### src/rtl/pipe_empty_pkg.sv
package pipe_empty_pkg;
    parameter int unsigned DEF_NPIPE      = 10;
    parameter int unsigned DEF_LENW       = 11;
    parameter int unsigned DEF_FILL_LIMIT = 8;
endpackage

### src/rtl/pipe_evt_detect.sv
module pipe_evt_detect #(
    parameter int unsigned LENW       = pipe_empty_pkg::DEF_LENW,
    parameter int unsigned FILL_LIMIT = pipe_empty_pkg::DEF_FILL_LIMIT
) (
    input  logic            dir_tx,
    input  logic            dbl,
    input  logic            tx_done,
    input  logic            peer_rdy,
    input  logic [LENW-1:0] peer_cnt,
    input  logic            rx_end,
    input  logic [LENW-1:0] pkt_len,
    input  logic [LENW-1:0] pkt_max,
    output logic            set_evt,
    output logic            stall_evt
);
    localparam logic [LENW-1:0] LIMIT = LENW'(FILL_LIMIT);

    logic peer_light;
    logic tx_hit;
    logic rx_ovf;

    always_comb begin
        // opposite half holds no real packet yet
        peer_light = !peer_rdy && (peer_cnt < LIMIT);
        tx_hit     = dir_tx && tx_done && (!dbl || peer_light);
        rx_ovf     = !dir_tx && rx_end && (pkt_len > pkt_max);
        set_evt    = tx_hit || rx_ovf;
        stall_evt  = rx_ovf && (pkt_max != '0);
    end
endmodule

### src/rtl/irq_merge.sv
module irq_merge #(
    parameter int unsigned NPIPE = pipe_empty_pkg::DEF_NPIPE
) (
    input  logic [NPIPE-1:0] stat,
    input  logic [NPIPE-1:0] en,
    input  logic             glob_en,
    output logic             any_en,
    output logic             irq_req
);
    always_comb begin
        any_en  = |(stat & en);
        irq_req = any_en && glob_en;
    end
endmodule

### src/rtl/pipe_empty_irq.sv
module pipe_empty_irq #(
    parameter int unsigned NPIPE      = pipe_empty_pkg::DEF_NPIPE,
    parameter int unsigned LENW       = pipe_empty_pkg::DEF_LENW,
    parameter int unsigned FILL_LIMIT = pipe_empty_pkg::DEF_FILL_LIMIT
) (
    input  logic                       clk,
    input  logic                       rst_n,
    input  logic [NPIPE-1:0]           pipe_dir_tx,
    input  logic [NPIPE-1:0]           pipe_dbl,
    input  logic [NPIPE-1:0]           half_tx_done,
    input  logic [NPIPE-1:0]           peer_ready,
    input  logic [NPIPE-1:0][LENW-1:0] peer_bytes,
    input  logic [NPIPE-1:0]           rx_done,
    input  logic [NPIPE-1:0][LENW-1:0] rx_len,
    input  logic [NPIPE-1:0][LENW-1:0] max_pkt,
    input  logic [NPIPE-1:0]           stat_clr,
    input  logic [NPIPE-1:0]           pipe_irq_en,
    input  logic                       glob_irq_en,
    output logic [NPIPE-1:0]           stat_o,
    output logic                       sum_o,
    output logic                       irq_o,
    output logic [NPIPE-1:0]           stall_o
);
    typedef struct packed {
        logic [NPIPE-1:0] stat;
        logic             sum;
        logic             irq;
    } state_t;

    state_t           st_d, st_q;
    logic [NPIPE-1:0] set_vec;
    logic             any_en;
    logic             irq_req;

    for (genvar p = 0; p < NPIPE; p++) begin : g_pipe
        pipe_evt_detect #(
            .LENW       (LENW),
            .FILL_LIMIT (FILL_LIMIT)
        ) det_i (
            .dir_tx    (pipe_dir_tx[p]),
            .dbl       (pipe_dbl[p]),
            .tx_done   (half_tx_done[p]),
            .peer_rdy  (peer_ready[p]),
            .peer_cnt  (peer_bytes[p]),
            .rx_end    (rx_done[p]),
            .pkt_len   (rx_len[p]),
            .pkt_max   (max_pkt[p]),
            .set_evt   (set_vec[p]),
            .stall_evt (stall_o[p])
        );
    end

    irq_merge #(.NPIPE(NPIPE)) merge_i (
        .stat    (st_q.stat),
        .en      (pipe_irq_en),
        .glob_en (glob_irq_en),
        .any_en  (any_en),
        .irq_req (irq_req)
    );

    always_comb begin
        st_d      = st_q;
        // a set in the same cycle as a clear wins
        st_d.stat = (st_q.stat & ~stat_clr) | set_vec;
        st_d.sum  = any_en;
        st_d.irq  = irq_req;
    end

    always_ff @(posedge clk or negedge rst_n) begin
        if (!rst_n) st_q <= '0;
        else        st_q <= st_d;
    end

    assign stat_o = st_q.stat;
    assign sum_o  = st_q.sum;
    assign irq_o  = st_q.irq;
endmodule

### config.mk
export PLATFORM = sky130hd
export DESIGN_NAME = pipe_empty_irq
export DESIGN_NICKNAME = d
export VERILOG_FILES = /design/src/rtl/pipe_empty_pkg.sv /design/src/rtl/pipe_evt_detect.sv /design/src/rtl/irq_merge.sv /design/src/rtl/pipe_empty_irq.sv
export SDC_FILE = /design/constraint.sdc
export NUM_CORES = 1
export LEC_CHECK = 0
export ABC_AREA = 1
export BUFFER_PORTS_ARGS = -buffer_cell sky130_fd_sc_hd__buf_2
export CAP_MARGIN = 0
export CORE_AREA = 2 2 164 166
export CTS_CLUSTER_DIAMETER = 100
export DETAILED_ROUTE_END_ITERATION = 10
export DIE_AREA = 0 0 166 168
export GPL_ROUTABILITY_DRIVEN = 0
export PLACE_DENSITY = 0.53
export RECOVER_POWER = 25
export SETUP_SLACK_MARGIN = 0.02
export SLEW_MARGIN = 20
export SYNTH_ARGS = -nofsm -noshare
export SYNTH_HDL_FRONTEND = slang
export SYNTH_HIERARCHICAL = 1
export SYNTH_SLANG_ARGS = --single-unit
### constraint.sdc
create_clock -name clk -period 4 [get_ports clk]
set_input_delay 0.8 -clock clk [delete_from_list [all_inputs] [get_ports clk]]
set_output_delay 0.8 -clock clk [all_outputs]
set_load 0.005 [all_outputs]
==> results of run 1 <==
## sequential cells by signal (all words and copies together) (netlist names)
name	cells
irq_o	1
stat_o	10
sum_o	1
## power groups by stage
stage,sequential [uW],combinational [uW],clock (uW)
final,152,618,227
after global routing,155,717,250
after CTS,153,632,248
after detailed placement,155,627,0
after global placement,155,620,0
after floorplan,151,335,0
## cells in the mapped netlist (all sizes together)
library cell  instances
a21oi                30
dfrtp                12
ha                  110
inv                 212
nand2               236
nand3                41
nand3b               10
nand4                20
nor2                 92
nor3                 20
o21ai                10
## worst min-delay path: stages, from the launching register on
cell	delay (ps)
dfrtp_1	350
nand2_1	60
nand2_1	50
## per-layer routing
metal,global-route usage,vias up,wire (um)
li1,-,3236,-
met1,0.138,2406,7040
met2,0.220,239,8560
met3,0.0249,12,1230
met4,0.0242,0,217
met5,0,-,0
## cell usage in the layout (no fill, tap or decap)
master     instances
nor2_4            10
nor2_2            22
dfrtp_1           12
inv_1            202
o21ai_2           10
clkbuf_16          3
nand2_2           50
clkbuf_8           1
nand4_1           20
inv_2             10
clkbuf_1           1
ha_1             110
nand3b_1          10
nand3_2           11
a21oi_1           30
nand2_1          186
buf_2            393
nor2_1            60
nand3_1           30
nor3_1            20
## layout make-up
| cell class | instances | area [um^2] | share of cell area |
|---|---|---|---|
| well taps | 341 | 427 | 0.0589 |
| clock buffers | 4 | 88.8 | 0.0123 |
| flip-flops and latches | 12 | 300 | 0.0415 |
| inverters | 212 | 796 | 0.110 |
| repair buffers | 394 | 1970 | 0.272 |
| multi-input cells | 569 | 3660 | 0.505 |
## cells by family (layout without fill, tap and decap cells)
logic type,Yosys count,count (layout),synth area share
simple gates,419,419,0.430
buf+inv,212,610,0.167
fa+ha+maj,110,110,0.289
compound gates,40,40,0.0500
flops,12,12,0.0631
## stage by stage
step / cells / area (um^2) / power [uW] / hold slack (ps) / utilization
2_1_floorplan: 793 / 4760 / 487 / 484 / -
3_3_place_gp: 1528 / 7160 / 774 / 475 / 0.272
3_5_place_dp: 1528 / 7160 / 783 / 476 / 0.272
4_1_cts: 1532 / 7240 / 1030 / 492 / 0.275
5_1_grt: 1532 / 7240 / 1120 / 538 / 0.275
6_report: 1532 / 7240 / 996 / 490 / 0.275
## final timing paths
kind / to / start
worst max-delay path: stall_o[3] / max_pkt[39]
worst min-delay path: stat_o[3]$_DFF_PN0_ / stat_o[3]$_DFF_PN0_
worst max register to register: irq_o$_DFF_PN0_ / stat_o[5]$_DFF_PN0_
worst min register to register: stat_o[3]$_DFF_PN0_ / stat_o[3]$_DFF_PN0_
max in group asynchronous: stat_o[8]$_DFF_PN0_ / rst_n
min in group asynchronous: sum_o$_DFF_PN0_ / rst_n
==> impl_metrics.py, run 1 <==
metrics = {
    "clock_network": {
        "clk_pin_slew_ps": 50,
        "cts_post_setup_buffers_inserted": 0,
        "tritoncts_clock_tree": "built",
        "ctsLongestPathBuffers": 2,
        "cts-buffers-inserted": 3,
        "cts.root.buffer_cell": "clkbuf_16",
        "insertion_delay_ps": 250,
        "hold_buffers": 0,
        "htree_num_levels": 1,
        "post_cts.resized_instances": 0,
        "clock_sink_count": 12,
    },
    "critical_path": {
        "critPathBufInv": 4,
        "critical-path-top-delay-family": "simple AND/OR/NAND/NOR gates",
        "ff2ff_setup_slack_ps": 2920,
        "worst_setup_path_end_kind": "primary output",
        "cp_max_fo": 2,
        "critPathArrivalTime_ps": 1910,
        "critical_path_class": "primary input to primary output",
        "reg2reg_depth": 6,
        "cp_common_cell": "nand2_2",
        "critPathMaxStageDelay_ps": 290,
        "worst-endpoint-required_ps": 3200,
        "cell_with_the_biggest_individual_delay_on_the_critical_path": "ha_1",
        "cp-start-kind": "primary input",
        "crit_cells": 12,
        "crit_chain": "buf_2, inv_1, ha_1, nand2_1, nor2_2, nand2_2, inv_2, nand2_2, nand3_2, nand2_2, nor2_2, buf_2",
    },
    "sta": {
        "layout_setup_ws_ps": 1290,
        "post-route-period-util": 0.678,
        "max-slew-margin-rel": 0.317,
        "hold_violations": 0,
        "fmax_mhz": 369,
        "slew_violations": 0,
        "final.min_clock_period_ps": 2710,
        "setup_total_negative_slack_ps": 0,
        "max_slew.worst_pin.slew_ps": 1020,
        "setup_violations": 0,
        "finalClockSkew_ps": 1.61,
        "setup_repair_after_global_routing_missed_its_margin": "no",
    },
    "power": {
        "seqPwrFrac": 0.153,
        "combinationalPowerShare": 0.620,
        "switchingPower_uw": 404,
        "power.clock.fraction": 0.228,
        "netSwitchingFraction": 0.406,
        "power.density_cell_area_nw_per_um2": 138,
        "cellInternalPower_uw": 592,
        "power.static_leakage_uw": 0.00474,
        "power.ir.vdd_worst_mv": 0.129,
    },
    "layout": {
        "nNetsFinal": 1705,
        "insertedDiodeCount": 0,
        "syn2layout_area_growth_pct": 52.3,
        "filler_cell_count": 3015,
        "drive_above_1_share": 0.428,
    },
    "floorplan": {
        "std_cell_rows": 60,
        "start_util": 0.181,
        "dieWidth_um": 166,
        "die_y_um": 168,
        "floorplan.core_area_um2": 26400,
        "die-area_um2": 27900,
        "io_pins": 425,
    },
    "drt": {
        "wl_um": 17100,
        "drtIter0Drc": 92,
        "post_drt_via_cell_ratio": 3.85,
        "via_count": 5893,
        "first_pass_iters": 4,
        "avgRoutedWirePerCell_um": 11.1,
        "drc_errors": 0,
        "route.antenna.remaining_nets": 0,
    },
    "logic_synthesis": {
        "postSynthRegisterBits": 12,
        "synth_cells": 793,
        "sequential_area_share_after_synthesis": 0.0631,
        "synth.avg_cell_area_um2": 6.00,
        "synth_area_leader_cell": "ha_1",
        "yosys-top-cells-area": "ha_1, inv_1, nand2_1",
        "synth_area_um2": 4760,
        "yosysTopAreaCellShare": 0.289,
        "synth.lib_cells_used.distinct": 16,
        "yosys_warnings": 6,
        "synth_nets": 1306,
    },
    "global_route": {
        "globalRoute.totalOverflow": 0,
        "grt_antenna_before_repair": 1,
        "groute.usage.overall": 0.118,
        "grt_pass1_wl_um": 26800,
        "vias_in_the_first_global_route": 5764,
        "largest_net_degree_at_the_start_of_global_routing": 13,
    },
    "job": {
        "max-cap-violations": 0,
    },
    "worst_hold_path": {
        "worstHoldPathType": "register to register",
        "hold_depth": 2,
    },
    "place": {
        "numPortBuffers": 394,
        "detailedPlace.worstSlack_ps": 1270,
        "dpl.hpwl_um": 16100,
    },
    "run_status": {
        "run_status": "complete, no violations",
    },
}
No activity file was read; power rests on OpenSTA's default activity.
==> run 2, diff against run 1 <==
- CORE_AREA: 2 2 164 166 -> 2 2 167 169
- DIE_AREA: 0 0 166 168 -> 0 0 169 171
- clock period: 4 -> 2.45 ns (I/O delays scaled with it)
==> run 2 against run 1 <==
Compared with the run above: core utilization is 0.95 points lower; flip-flop and latch count unchanged; sequential share of layout area barely moved; setup slack got worse by 930 ps; cell count up 0.39%; highest routed layer unchanged.
==> impl_metrics.py, run 2 (same netlist as run 1, synthesis figures left out) <==
metrics = {
    "sta": {
        "finalClockSkew_ps": 2.89,
        "slew_violations": 0,
        "setup_total_negative_slack_ps": 0,
        "hold_violations": 0,
        "setup_repair_after_global_routing_missed_its_margin": "no",
        "setup_violations": 0,
        "post-route-period-util": 0.855,
        "layout_setup_ws_ps": 355,
        "max_slew.worst_pin.slew_ps": 970,
        "max-slew-margin-rel": 0.353,
        "fmax_mhz": 477,
        "final.min_clock_period_ps": 2090,
    },
    "critical_path": {
        "critPathMaxStageDelay_ps": 310,
        "cell_with_the_biggest_individual_delay_on_the_critical_path": "ha_1",
        "cp_max_fo": 2,
        "critical_path_class": "primary input to primary output",
        "cp_common_cell": "nand2_2",
        "cp-startpoint": "max_pkt[87]",
        "critPathArrivalTime_ps": 1600,
        "timing.rr.start": "stat_o[6]$_DFF_PN0_",
        "cp-start-kind": "primary input",
        "crit_chain": "buf_2, inv_1, ha_1, nand2_2, nor2_4, nand2_2, o21ai_2, inv_1, nand2_2, nor2_2, buf_2",
        "worst-endpoint-required_ps": 1960,
        "ff2ff_setup_slack_ps": 1400,
        "worst_setup_path_end_kind": "primary output",
    },
    "drt": {
        "avgRoutedWirePerCell_um": 10.9,
        "route.antenna.remaining_nets": 0,
        "post_drt_via_cell_ratio": 3.85,
        "first_pass_iters": 4,
        "via_count": 5919,
        "drtIter0Drc": 152,
        "wl_um": 16700,
        "drc_errors": 0,
    },
    "clock_network": {
        "hold_buffers": 0,
        "ctsLongestPathBuffers": 2,
        "cts.root.buffer_cell": "clkbuf_16",
        "insertion_delay_ps": 260,
        "post_cts.resized_instances": 0,
        "tritoncts_clock_tree": "built",
        "htree_num_levels": 1,
        "cts_post_setup_buffers_inserted": 0,
        "clk_pin_slew_ps": 60,
        "cts-buffers-inserted": 3,
        "clock_sink_count": 12,
    },
    "worst_hold_path": {
        "worstHoldPathType": "primary input to async pin",
    },
    "place": {
        "dpl.hpwl_um": 15900,
        "numPortBuffers": 394,
        "detailedPlace.worstSlack_ps": 349,
    },
    "global_route": {
        "vias_in_the_first_global_route": 5668,
        "groute.usage.overall": 0.108,
        "largest_net_degree_at_the_start_of_global_routing": 13,
        "grt_pass1_wl_um": 25400,
        "grt_antenna_before_repair": 1,
        "globalRoute.totalOverflow": 0,
    },
    "layout": {
        "commonest_non_fill_non_tap_cells_in_the_layout": "buf_2, inv_1, nand2_1",
        "nNetsFinal": 1705,
        "drive_above_1_share": 0.428,
        "syn2layout_area_growth_pct": 52.4,
        "most_common_library_cell_in_the_layout_ignoring_fill_and_taps": "buf_2",
        "largest_register_ff_count": 10,
        "utilization": 0.265,
    },
    "power": {
        "power.static_leakage_uw": 0.00474,
        "power.ir.vdd_worst_mv": 0.125,
        "power.density_cell_area_nw_per_um2": 224,
    },
    "floorplan": {
        "dieWidth_um": 169,
        "floorplan.core_area_um2": 27300,
        "die-area_um2": 28900,
        "std_cell_rows": 61,
        "io_pins": 425,
        "start_util": 0.174,
        "die_y_um": 171,
    },
    "job": {
        "max-cap-violations": 0,
    },
    "run_status": {
        "run_status": "complete, no violations",
    },
}
-- run 2: power by group --
group,internal [uW],total (uW),switching [uW]
sequential,225,245,20.4
clock,249,372,123
combinational,494,1010,513
total,967,1620,657
-- run 2: layout make-up --
type	instances	area, um^2
Antenna cell	1	2.50
Clock buffer	4	88.8
Fill cell	3102	20100
Inverter	212	796
Multi-Input combinational cell	569	3660
Sequential cell	12	300
Tap cell	346	433
Timing Repair Buffer	394	1970
-- run 2: metrics by stage --
| stage | hold WS [ps] | cell area [um^2] | total power [uW] | instances |
|---|---|---|---|---|
| global route | 462 | 7250 | 1810 | 1538 |
| CTS | 182 | 7250 | 1670 | 1537 |
| detailed placement | 464 | 7160 | 1280 | 1533 |
| global placement | 460 | 7160 | 1260 | 1533 |
| floorplan | 194 | 4760 | 795 | 793 |
| finish | 366 | 7250 | 1620 | 1538 |
-- run 2: worst paths after layout --
path | depth (start not counted) | end
worst max-delay path | 11 | stall_o[7]
worst min-delay path | 1 | stat_o[0]$_DFF_PN0_
worst max register to register | 6 | irq_o$_DFF_PN0_
worst min register to register | 2 | stat_o[0]$_DFF_PN0_
max in group asynchronous | 1 | stat_o[6]$_DFF_PN0_
min in group clk | 3 | irq_o$_DFF_PN0_
-- run 2: critical path: cells and delay by family --
family,cells,cell delay (ps)
buffers and inverters,4,330
adders and majority gates,1,310
and+or+nand+nor,5,370
AOI/OAI and AO/OA,1,100
-- run 2: per-layer routing --
layer	up-vias	GRT usage	share of wire
met5	-	0	0
met3	11	0.0153	0.073
met4	0	0.0282	0.015
met2	226	0.208	0.50
met1	2447	0.125	0.41
li1	3235	-	-
==> run 3, diff against run 2 <==
- CELL_PAD_IN_SITES_DETAIL_PLACEMENT: not set -> 1
- CELL_PAD_IN_SITES_GLOBAL_PLACEMENT: not set -> 1
- CORE_AREA: 2 2 167 169 -> 2 2 163 165
- DIE_AREA: 0 0 169 171 -> 0 0 165 167
- PLACE_DENSITY: 0.53 -> 0.78
==> run 3 against run 2 <==
Compared with the run above: sequential power barely moved; die area shrank 4.7%; global-route usage increased by 3.0 points; highest routed layer is now met5; first-iteration DRC count down 32%; critical path type unchanged; critical path depth increased by 1; via count rose by 6.0%.
==> impl_metrics.py, run 3 (same netlist as run 1, synthesis figures left out) <==
metrics = {
    "floorplan": {
        "die-area_um2": 27600,
        "start_util": 0.185,
        "io_pins": 425,
        "dieWidth_um": 165,
        "floorplan.core_area_um2": 25800,
        "die_y_um": 167,
        "std_cell_rows": 59,
    },
    "clock_network": {
        "cts-buffers-inserted": 3,
        "cts.root.buffer_cell": "clkbuf_16",
        "hold_buffers": 0,
        "clock_sink_count": 12,
        "ctsLongestPathBuffers": 2,
        "clk_pin_slew_ps": 50,
        "cts_post_setup_buffers_inserted": 0,
        "tritoncts_clock_tree": "built",
        "insertion_delay_ps": 250,
        "htree_num_levels": 1,
        "post_cts.resized_instances": 0,
    },
    "critical_path": {
        "worst-endpoint-required_ps": 1960,
        "reg2reg_to": "irq_o$_DFF_PN0_",
        "worst_setup_path_end_kind": "primary output",
        "critPathArrivalTime_ps": 1620,
        "timing.rr.start": "stat_o[5]$_DFF_PN0_",
        "ff2ff_setup_slack_ps": 1360,
        "reg2reg_depth": 6,
        "cp_max_fo": 2,
        "cp-start-kind": "primary input",
        "critical_path_class": "primary input to primary output",
    },
    "sta": {
        "setup_total_negative_slack_ps": 0,
        "max-slew-margin-rel": 0.406,
        "setup_violations": 0,
        "setup_repair_after_global_routing_missed_its_margin": "no",
        "fmax_mhz": 475,
        "hold-worst-slack_ps": 339,
        "finalClockSkew_ps": 2.34,
        "hold_violations": 0,
        "max_slew.worst_pin.slew_ps": 891,
        "final.min_clock_period_ps": 2110,
        "post-route-period-util": 0.859,
        "slew_violations": 0,
    },
    "job": {
        "max-cap-violations": 0,
    },
    "drt": {
        "via_count": 6273,
        "detailroute.wirelength.met2_um": 10600,
        "drtIter0Drc": 104,
        "wl_um": 19800,
        "route.antenna.remaining_nets": 0,
        "dr.max_layer_used": "met5",
        "avgRoutedWirePerCell_um": 13.0,
        "post_drt_via_cell_ratio": 4.11,
        "drc_errors": 0,
        "post_route_met1_wirelength_um": 7490,
        "wl_met3_um": 1420,
        "first_pass_iters": 4,
    },
    "power": {
        "power.density_cell_area_nw_per_um2": 228,
        "power.static_leakage_uw": 0.00474,
        "power.ir.vdd_worst_mv": 0.223,
        "design_power_total_uw": 1650,
    },
    "run_status": {
        "run_status": "complete, no violations",
    },
    "layout": {
        "multiInputGateArea_um2": 3660,
        "largest_register_ff_count": 10,
        "seq_area_um2": 300,
        "drive_above_1_share": 0.428,
        "filler_cell_count": 3505,
        "most_common_library_cell_in_the_layout_ignoring_fill_and_taps": "buf_2",
        "commonest_non_fill_non_tap_cells_in_the_layout": "buf_2, inv_1, nand2_1",
        "nNetsFinal": 1705,
        "syn2layout_area_growth_pct": 52.2,
    },
    "global_route": {
        "grt_pass1_wl_um": 30500,
        "globalRoute.totalOverflow": 0,
        "groute.usage.overall": 0.139,
        "grt_antenna_before_repair": 3,
        "vias_in_the_first_global_route": 6662,
        "largest_net_degree_at_the_start_of_global_routing": 13,
    },
    "worst_hold_path": {
        "worstHoldPathType": "primary input to async pin",
    },
    "place": {
        "numPortBuffers": 394,
        "dpl.hpwl_um": 19000,
    },
}
## run 3: cell counts in the layout (fill, tap and decap cells not counted)
Identical to the previous run, type by type.
## run 3: final cells by class
class                      count  share of cell area
sequential                    12              0.0415
tap                          335              0.0579
timing repair buffer         394               0.272
antenna                        1            0.000346
multi-input combinational    569               0.506
clock buffer                   4              0.0123
inverter                     212               0.110
## run 3: power breakdown
part | leakage, uW | total [uW] | switching (uW) | internal (uW)
logic | 0.00455 | 1040 | 541 | 498
registers | 0.000146 | 245 | 20.5 | 225
clock network | 0.0000442 | 368 | 119 | 249
total | 0.00474 | 1650 | 681 | 971
## run 3: critical path, stage by stage
cell and delay, ps:
buf_2 90, inv_1 50, ha_1 300, nand2_2 80
nor2_4 130, nand2_2 80, inv_2 50, nand2_2 40
nand3_2 60, nand2_2 60, nor2_2 70, buf_2 120
## run 3: layer usage
metal / GRT usage / vias up
met5: 0 / -
met4: 0.0287 / 2
met3: 0.0279 / 18
met2: 0.276 / 220
met1: 0.147 / 2805
li1: - / 3228
## run 3: worst max path at each step
stage	startpoint	end	slack, ps	depth (start not counted)
finish	max_pkt[32]	stall_o[2]	340	12
global route	max_pkt[6]	stall_o[0]	200	12
CTS	max_pkt[31]	stall_o[2]	330	12
detailed placement	max_pkt[31]	stall_o[2]	330	12
global placement	max_pkt[43]	stall_o[3]	360	12
floorplan	max_pkt[10]	stall_o[0]	640	10
## run 3: stage by stage
step	instances	worst slack (ps)	area, um^2	util
after floorplan	793	643	4760	-
after global placement	1522	356	7150	0.277
after detailed placement	1522	326	7150	0.277
after CTS	1526	325	7240	0.281
after global routing	1527	202	7240	0.281
final	1527	345	7240	0.281
